<file path="config.mk">
export PLATFORM = sky130hd
export DESIGN_NAME = ara_responder
export DESIGN_NICKNAME = d
export VERILOG_FILES = /design/src/rtl/ara_pkg.sv /design/src/rtl/ara_line_sync.sv /design/src/rtl/ara_rx_shift.sv /design/src/rtl/ara_crc8.sv /design/src/rtl/ara_responder.sv
export SDC_FILE = /design/constraint.sdc
export NUM_CORES = 1
export LEC_CHECK = 0
export BUFFER_PORTS_ARGS = -buffer_cell sky130_fd_sc_hd__buf_2
export CORE_MARGIN = 3
export CORE_UTILIZATION = 60
export CTS_BUF_LIST = sky130_fd_sc_hd__clkbuf_16
export CTS_CLUSTER_SIZE = 40
export DETAILED_ROUTE_END_ITERATION = 16
export GPL_TIMING_DRIVEN = 0
export PLACE_DENSITY = 0.79
export SYNTH_ARGS = -nofsm -noshare
export SYNTH_HDL_FRONTEND = slang
export SYNTH_SLANG_ARGS = --single-unit
</file>
<file path="constraint.sdc">
create_clock -name clk -period 4.7 [get_ports clk]
set_clock_uncertainty 0.2 [all_clocks]
set_input_delay 0.47 -clock clk [delete_from_list [all_inputs] [get_ports clk]]
set_output_delay 0.47 -clock clk [all_outputs]
set_load 0.02 [all_outputs]
</file>
<file path="src/rtl/ara_pkg.sv">
package ara_pkg;

  typedef enum logic [3:0] {
    ST_IDLE,
    ST_ADDR,
    ST_ACK_SET,
    ST_ACK_HOLD,
    ST_ACK_END,
    ST_TX,
    ST_TX_REL,
    ST_TX_ACK,
    ST_PEC_LOAD
  } ara_state_e;

  // One byte of CRC-8 update, MSB first.
  function automatic logic [7:0] crc8_byte(input logic [7:0] crc_in,
                                           input logic [7:0] data,
                                           input logic [7:0] poly);
    logic [7:0] c;
    c = crc_in ^ data;
    for (int i = 0; i < 8; i++) begin
      c = c[7] ? ((c << 1) ^ poly) : (c << 1);
    end
    return c;
  endfunction

endpackage

</file>
<file path="src/rtl/ara_line_sync.sv">
module ara_line_sync #(
  parameter int STAGES = 2
) (
  input  logic clk,
  input  logic rst_n,
  input  logic scl_i,
  input  logic sda_i,
  output logic scl_s,
  output logic sda_s,
  output logic scl_rise,
  output logic scl_fall,
  output logic start_ev,
  output logic stop_ev
);
  logic [STAGES-1:0] scl_q, sda_q;
  logic              scl_p, sda_p;

  always_ff @(posedge clk or negedge rst_n) begin
    if (!rst_n) begin
      scl_q <= {STAGES{1'b1}};
      sda_q <= {STAGES{1'b1}};
      scl_p <= 1'b1;
      sda_p <= 1'b1;
    end else begin
      scl_q <= {scl_q[STAGES-2:0], scl_i};
      sda_q <= {sda_q[STAGES-2:0], sda_i};
      scl_p <= scl_q[STAGES-1];
      sda_p <= sda_q[STAGES-1];
    end
  end

  assign scl_s    = scl_q[STAGES-1];
  assign sda_s    = sda_q[STAGES-1];
  assign scl_rise = scl_s & ~scl_p;
  assign scl_fall = ~scl_s & scl_p;
  // SDA edges while SCL stays high mark bus conditions
  assign start_ev = scl_s & scl_p & sda_p & ~sda_s;
  assign stop_ev  = scl_s & scl_p & ~sda_p & sda_s;

endmodule

</file>
<file path="src/rtl/ara_rx_shift.sv">
module ara_rx_shift #(
  parameter int W = 8
) (
  input  logic         clk,
  input  logic         rst_n,
  input  logic         clear,
  input  logic         shift_en,
  input  logic         bit_in,
  output logic [W-1:0] next_byte,
  output logic         done
);
  localparam int CW = $clog2(W + 1);

  logic [W-2:0] byte_q;
  logic [CW-1:0] cnt;

  assign next_byte = {byte_q, bit_in};
  assign done      = shift_en && (cnt == CW'(W - 1));

  always_ff @(posedge clk or negedge rst_n) begin
    if (!rst_n) begin
      byte_q <= '0;
      cnt    <= '0;
    end else if (clear) begin
      byte_q <= '0;
      cnt    <= '0;
    end else if (shift_en) begin
      byte_q <= next_byte[W-2:0];
      cnt    <= cnt + 1'b1;
    end
  end

endmodule

</file>
<file path="src/rtl/ara_crc8.sv">
module ara_crc8 #(
  parameter logic [7:0] POLY = 8'h07
) (
  input  logic [7:0] first_i,
  input  logic [7:0] second_i,
  output logic [7:0] crc_o
);
  import ara_pkg::*;

  assign crc_o = crc8_byte(crc8_byte(8'h00, first_i, POLY), second_i, POLY);

endmodule

</file>
<file path="src/rtl/ara_responder.sv">
module ara_responder #(
  parameter int          ADDR_W      = 7,
  parameter logic [6:0]  ARA_ADDR    = 7'h0C,
  parameter int          SYNC_STAGES = 2,
  parameter logic [7:0]  CRC_POLY    = 8'h07
) (
  input  logic              clk,
  input  logic              rst_n,
  input  logic              scl_i,
  input  logic              sda_i,
  output logic              sda_pull_o,
  input  logic              alert_active_i,
  input  logic [ADDR_W-1:0] dev_addr_i,
  input  logic              pec_en_i,
  output logic              delivered_o
);
  import ara_pkg::*;

  localparam int BYTE_W = ADDR_W + 1;
  localparam int CNT_W  = $clog2(BYTE_W + 1);
  localparam logic [BYTE_W-1:0] ARA_READ = {ARA_ADDR, 1'b1};

  logic scl_s, sda_s, scl_rise, scl_fall, start_ev, stop_ev;

  ara_line_sync #(.STAGES(SYNC_STAGES)) u_sync (
    .clk(clk), .rst_n(rst_n), .scl_i(scl_i), .sda_i(sda_i),
    .scl_s(scl_s), .sda_s(sda_s), .scl_rise(scl_rise), .scl_fall(scl_fall),
    .start_ev(start_ev), .stop_ev(stop_ev)
  );

  ara_state_e        state;
  logic [BYTE_W-1:0] rx_next;
  logic              rx_done, rx_shift;

  assign rx_shift = (state == ST_ADDR) && scl_rise;

  ara_rx_shift #(.W(BYTE_W)) u_rx (
    .clk(clk), .rst_n(rst_n), .clear(start_ev), .shift_en(rx_shift),
    .bit_in(sda_s), .next_byte(rx_next), .done(rx_done)
  );

  logic [BYTE_W-1:0] data_byte, tx_byte;
  logic [7:0]        crc_val;

  ara_crc8 #(.POLY(CRC_POLY)) u_crc (
    .first_i(ARA_READ), .second_i(data_byte), .crc_o(crc_val)
  );

  logic [CNT_W-1:0] tx_cnt;
  logic             sda_pull, delivered, in_pec, pec_sel, pending;
  logic             arb_lost;

  // released for a one but the wire reads low
  assign arb_lost = (state == ST_TX) && scl_rise && !sda_pull && !sda_s;

  always_ff @(posedge clk or negedge rst_n) begin
    if (!rst_n) begin
      state     <= ST_IDLE;
      data_byte <= '0;
      tx_byte   <= '0;
      tx_cnt    <= '0;
      sda_pull  <= 1'b0;
      delivered <= 1'b0;
      in_pec    <= 1'b0;
      pec_sel   <= 1'b0;
      pending   <= 1'b0;
    end else begin
      delivered <= 1'b0;
      if (start_ev || stop_ev) begin
        delivered <= pending;
        pending   <= 1'b0;
        sda_pull  <= 1'b0;
        in_pec    <= 1'b0;
        state     <= start_ev ? ST_ADDR : ST_IDLE;
      end else begin
        unique case (state)
          ST_IDLE: ;
          ST_ADDR: begin
            if (rx_done) begin
              if ((rx_next == ARA_READ) && alert_active_i) begin
                data_byte <= {dev_addr_i, 1'b1};
                pec_sel   <= pec_en_i;
                state     <= ST_ACK_SET;
              end else begin
                state <= ST_IDLE;
              end
            end
          end
          ST_ACK_SET: begin
            if (scl_fall) begin
              sda_pull <= 1'b1;
              state    <= ST_ACK_HOLD;
            end
          end
          ST_ACK_HOLD: begin
            if (scl_rise) state <= ST_ACK_END;
          end
          ST_ACK_END: begin
            if (scl_fall) begin
              tx_byte  <= data_byte;
              sda_pull <= ~data_byte[BYTE_W-1];
              tx_cnt   <= '0;
              in_pec   <= 1'b0;
              state    <= ST_TX;
            end
          end
          ST_TX: begin
            if (arb_lost) begin
              sda_pull <= 1'b0;
              state    <= ST_IDLE;
            end else if (scl_rise) begin
              if (tx_cnt == CNT_W'(BYTE_W - 1)) begin
                if (!in_pec) pending <= 1'b1;
                state <= ST_TX_REL;
              end else begin
                tx_cnt <= tx_cnt + 1'b1;
              end
            end else if (scl_fall) begin
              tx_byte  <= tx_byte << 1;
              sda_pull <= ~tx_byte[BYTE_W-2];
            end
          end
          ST_TX_REL: begin
            if (scl_fall) begin
              sda_pull <= 1'b0;
              state    <= ST_TX_ACK;
            end
          end
          ST_TX_ACK: begin
            if (scl_rise) begin
              if (!in_pec && pec_sel && !sda_s) begin
                state <= ST_PEC_LOAD;
              end else begin
                delivered <= 1'b1;
                pending   <= 1'b0;
                state     <= ST_IDLE;
              end
            end
          end
          ST_PEC_LOAD: begin
            if (scl_fall) begin
              tx_byte  <= crc_val;
              sda_pull <= ~crc_val[7];
              tx_cnt   <= '0;
              in_pec   <= 1'b1;
              state    <= ST_TX;
            end
          end
          default: state <= ST_IDLE;
        endcase
      end
    end
  end

  assign sda_pull_o  = sda_pull;
  assign delivered_o = delivered;

  // the pull enable only moves while the sampled clock is low
  p_pull_moves_scl_low_r5: assert property (@(posedge clk) disable iff (!rst_n)
    (sda_pull != $past(sda_pull)) |-> !scl_s);

  // release pulse lasts one clock
  p_deliver_one_cycle_r6: assert property (@(posedge clk) disable iff (!rst_n)
    delivered_o |=> !delivered_o);

  // losing arbitration drops the drive and returns to idle
  p_lost_lets_go_r8: assert property (@(posedge clk) disable iff (!rst_n)
    arb_lost |=> (state == ST_IDLE) && !sda_pull_o);

  // STOP always idles with SDA released
  p_stop_idles_r10: assert property (@(posedge clk) disable iff (!rst_n)
    stop_ev |=> (state == ST_IDLE) && !sda_pull_o);

  // acknowledge is entered only with the alert active
  p_ack_needs_alert_r3: assert property (@(posedge clk) disable iff (!rst_n)
    (state == ST_ACK_SET && $past(state) == ST_ADDR) |-> $past(alert_active_i));

endmodule

</file>
==> run summary <==
Counting both buffers and inverters, the worst setup path holds a total of 0. The CTS H-tree depth came out at 2. The clock insertion delay at the later pin of the skew report is approximately 0.29 ns.

The worst register-to-register path ends at state[0]. The Yosys step of the flow raised 0 warnings. Setup repair after global routing left no endpoint under its margin.

In this run, post-CTS repair resized a total of 0 instances. The final number of setup-violating endpoints came out at 0. The number of antenna violations at the first check in global routing came out at 0. The stage delay of the slowest cell on the critical path came out at between 0.5 and 0.6 ns. The number of cell instances on the worst register-to-register path is 5.

The most used flip-flop cell after synthesis is sky130_fd_sc_hd__dfrtp_1. The average wire per standard cell is about 16 um. The total global routing overflow came out at 0. The first global-routing pass estimated about 9000 um of wire.

Across all register-to-register paths, the minimum setup slack is 2.16 ns. 15 I/O pins were placed. TritonCTS built the clock tree. Data on the critical path is required at its endpoint by roughly 4.7 ns. The maximum clock frequency is slightly below 0.4 GHz.

The worst-case hold slack came out at between 0.07 and 0.08 ns. The total number of clock tree sinks is between 40 and 50. The cell area power density came out at around 480 nW/um^2. Compared with the post-synthesis result, the final layout area differs by 11.55%. The max-cap violation count came out at 0. The count of hold buffers inserted by post-cts repair is 0. The critical path is of the reg -> reg type. The routed design could run at a clock period as short as roughly 2.5 ns. The met3 track demand over resource in global routing came out at around 4.3%. The number of pins with negative max-slew slack in the final report came out at 0.

The flow ran to the end, and the final reports show no timing, DRC or antenna violations. The mean number of vias per cell is slightly below 6. In the synthesized netlist, the number of instances is roughly 250. The net switching share of the total power is between 30 and 40%.

The number of unique standard cell types used by synthesis came out at 60. In this run the deepest clock path goes through 2 buffers. The number of buffers added by the clock tree synthesis step came out at 5. The detail route stage leaves a number of antenna-violating nets equal to 0.

The die area came out at approximately 4900 sq um. The fill cell total of the finished layout is approximately 270. Counting flops with an async set or reset pin after synthesis yields a share of 100.0%. The antenna diode count is 0.

The slowest stage of the critical path is the sky130_fd_sc_hd__dfstp_2 cell. The worst endpoint data arrival time is 2.52 ns. Counting instances, the worst hold path has a depth of 1. The maximum number of pins on one net before global-route repair is 46. Each instance of the synthesized netlist takes up on average between 9 and 10 sq um.

The synthesized cell area is between 2000 and 2500 sq um. The largest fanout of any net on the critical path came out at 7. The number of buffers inserted by port buffering came out at 14.

The share of cells above drive strength 1 came out at between 15 and 20%. The worst min-delay path class is in -> reg. The master cell of the clock root buffer is sky130_fd_sc_hd__clkbuf_16. The analysis attributes to net switching a power of 0.4690 mW. After synthesis, the cell types taking the most area are sky130_fd_sc_hd__dfrtp_1 40%, sky130_fd_sc_hd__dfstp_2 6.4%, sky130_fd_sc_hd__nand2_1 6.0%.

The worst setup path is captured at a flip-flop. The worst min-delay path endpoint is u_sync.sda_q[0]. Counting flops and latches in the post-synthesis netlist gives between 40 and 50. The total routed wirelength came out at around 5000 um. Sequential elements use ~46% of the synthesized area.

Combinational logic is responsible for about a third of the overall power. After detailed routing, the number of remaining DRC violations is 0. The core box area is around 3800 sq um. The area share of the largest cell type after synthesis came out at around two fifths. The internal portion of the total power is 0.8423 mW. The number of hold violations in the final report came out at 0. At the end of the flow, the number of nets in the layout was about 290.

The relative contribution of sequential cells to total power is between 30% and 40%. The cell family contributing the most delay on the critical path is simple AND/OR/NAND/NOR gates. The worst-case IR drop observed on VDD is roughly 0.00026 V. The sum of negative setup slack came out at 0 ns. The via count of the first global-routing pass is between 1500 and 2000.

At the pin with the least slew margin, the transition time is approximately 0.98 ns. The relative max-transition margin is around a third. The number of nets produced by synthesis came out at 264.

The final RePlAce weighted congestion came out at around 1. The buffers inserted during post-CTS setup optimization came out at 0. The startpoint identified for the worst hold timing path is sda_i. The share of total power in the clock network is about 28%. The worst setup path is launched from a flip-flop. The startpoint identified for the worst register-to-register timing path is u_sync.scl_q[1].

The overall die width is about 70 um. The effective utilization at floorplan is between 60% and 70%. The met1 global-route usage came out at around a third. The floorplan has 22 rows. The half-perimeter wire length after placement came out at roughly 3500 um. Yosys mapped a number of flops with a built-in enable equal to 0. The register clock-pin slew on the reported worst setup and hold paths is 0.07 ns. Before antenna repair, the detailed router went through 4 iterations. The layer flagged by global routing as most heavily used is met1. Of the available clock period, the critical path in the final layout requires a little over half.

The chip height came out at 70.03 um. The met2 track utilization from global routing is approximately a third. The synthesized design spends more area on one cell type than any other, namely sky130_fd_sc_hd__dfrtp_1.

Traced cell by cell, the critical path runs through nor2b_1, and2_1, nand4b_2, a221oi_4, mux2_1. Sorting the synthesized cells by how often they occur yields 39 x sky130_fd_sc_hd__dfrtp_1, 39 x sky130_fd_sc_hd__nand2_1, 17 x sky130_fd_sc_hd__nor2_1. The standby leakage power came out at approximately 1.2 nW. In the global route stage, overall resource usage came out at roughly 22%.

The vias after detailed routing is between 1500 and 2000. The DRC violation total after the first TritonRoute iteration came out at around 140.
[per-stage QoR]
stage,area (sq um),utilization (%),power (mW),cells,worst slack [ns]
global route,2744,72.23,1.397,319,1.972
finish,2744,72.23,1.311,319,2.161
floorplan,2460,-,0.8423,249,2.506
detailed placement,2590,68.18,0.9439,311,2.160
global placement,2590,68.18,0.9363,311,2.215
CTS,2744,72.23,1.308,319,2.157
[registers in the layout, indices dropped and copies added (netlist names), 2 cells and up]
register and flops:
data_byte 8, tx_byte 7, u_rx.byte_q 7, state 4, tx_cnt 4, u_rx.cnt 4, u_sync.scl_q 2, u_sync.sda_q 2
[layer usage]
metal,share of wire (%),vias up
li1,-,932
met1,49,916
met2,46,48
met3,4.5,8
met4,1.2,0
met5,0,-
[how the worst max path moves through the flow]
stage | startpoint | end | slack (ns) | cells after the start
finish | u_sync.scl_q[1] | state[0] | 2.16 | 5
global route | u_sync.scl_q[1] | state[0] | 1.97 | 5
CTS | u_sync.scl_q[1] | state[0] | 2.16 | 5
detailed placement | u_sync.scl_q[1] | state[0] | 2.16 | 5
global placement | u_sync.scl_q[1] | state[0] | 2.22 | 5
floorplan | u_sync.scl_q[1] | state[0] | 2.51 | 5
[layout by cell type (no fill, tap or decap), types with 9 or more instances in the layout]
cell,Yosys,layout
sky130_fd_sc_hd__nand3_1,11,11
sky130_fd_sc_hd__nand2_1,39,39
sky130_fd_sc_hd__dfrtp_1,39,39
sky130_fd_sc_hd__nor2_1,17,17
sky130_fd_sc_hd__mux2_1,9,9
sky130_fd_sc_hd__xnor2_1,9,9
sky130_fd_sc_hd__buf_2,6,20
sky130_fd_sc_hd__o21ai_0,11,11
[worst register-to-register path: stages, from the launching register on]
cell and delay (ns):
sky130_fd_sc_hd__dfstp_2 0.59, sky130_fd_sc_hd__nor2b_1 0.42, sky130_fd_sc_hd__and2_1 0.25, sky130_fd_sc_hd__nand4b_2 0.17, sky130_fd_sc_hd__a221oi_4 0.44, sky130_fd_sc_hd__mux2_1 0.36
[kinds of logic (layout without fill, tap and decap cells)]
logic type,after synthesis,after routing,synth area share (%)
AND/OR/NAND/NOR,106,106,23.30
AO/OA/AOI/OAI,52,52,15.11
flip-flops,45,45,46.08
buffers and inverters,18,40,3.510
XOR/XNOR,13,13,5.189
multiplexers,13,13,5.799
adder cells (fa/ha/maj),2,2,1.017
[area by class of cell]
| class | instances | area (sq um) | share of cell area [%] |
|---|---|---|---|
| Buffer | 12 | 63.81 | 2.326 |
| Clock buffer | 5 | 125.1 | 4.560 |
| Clock inverter | 3 | 28.78 | 1.049 |
| Inverter | 6 | 22.52 | 0.8208 |
| Multi-Input combinational cell | 186 | 1240 | 45.19 |
| Sequential cell | 45 | 1134 | 41.31 |
| Tap cell | 48 | 60.06 | 2.189 |
| Timing Repair Buffer | 14 | 70.07 | 2.554 |
[power groups by stage]
| stage | sequential, mW | clock (mW) | combinational, mW |
|---|---|---|---|
| 5_1_grt | 0.517 | 0.392 | 0.489 |
| 6_report | 0.507 | 0.368 | 0.436 |
| 2_1_floorplan | 0.505 | 0 | 0.337 |
| 4_1_cts | 0.508 | 0.368 | 0.432 |
| 3_3_place_gp | 0.512 | 0 | 0.424 |
| 3_5_place_dp | 0.513 | 0 | 0.431 |
Power figures use the tool's default switching activity.
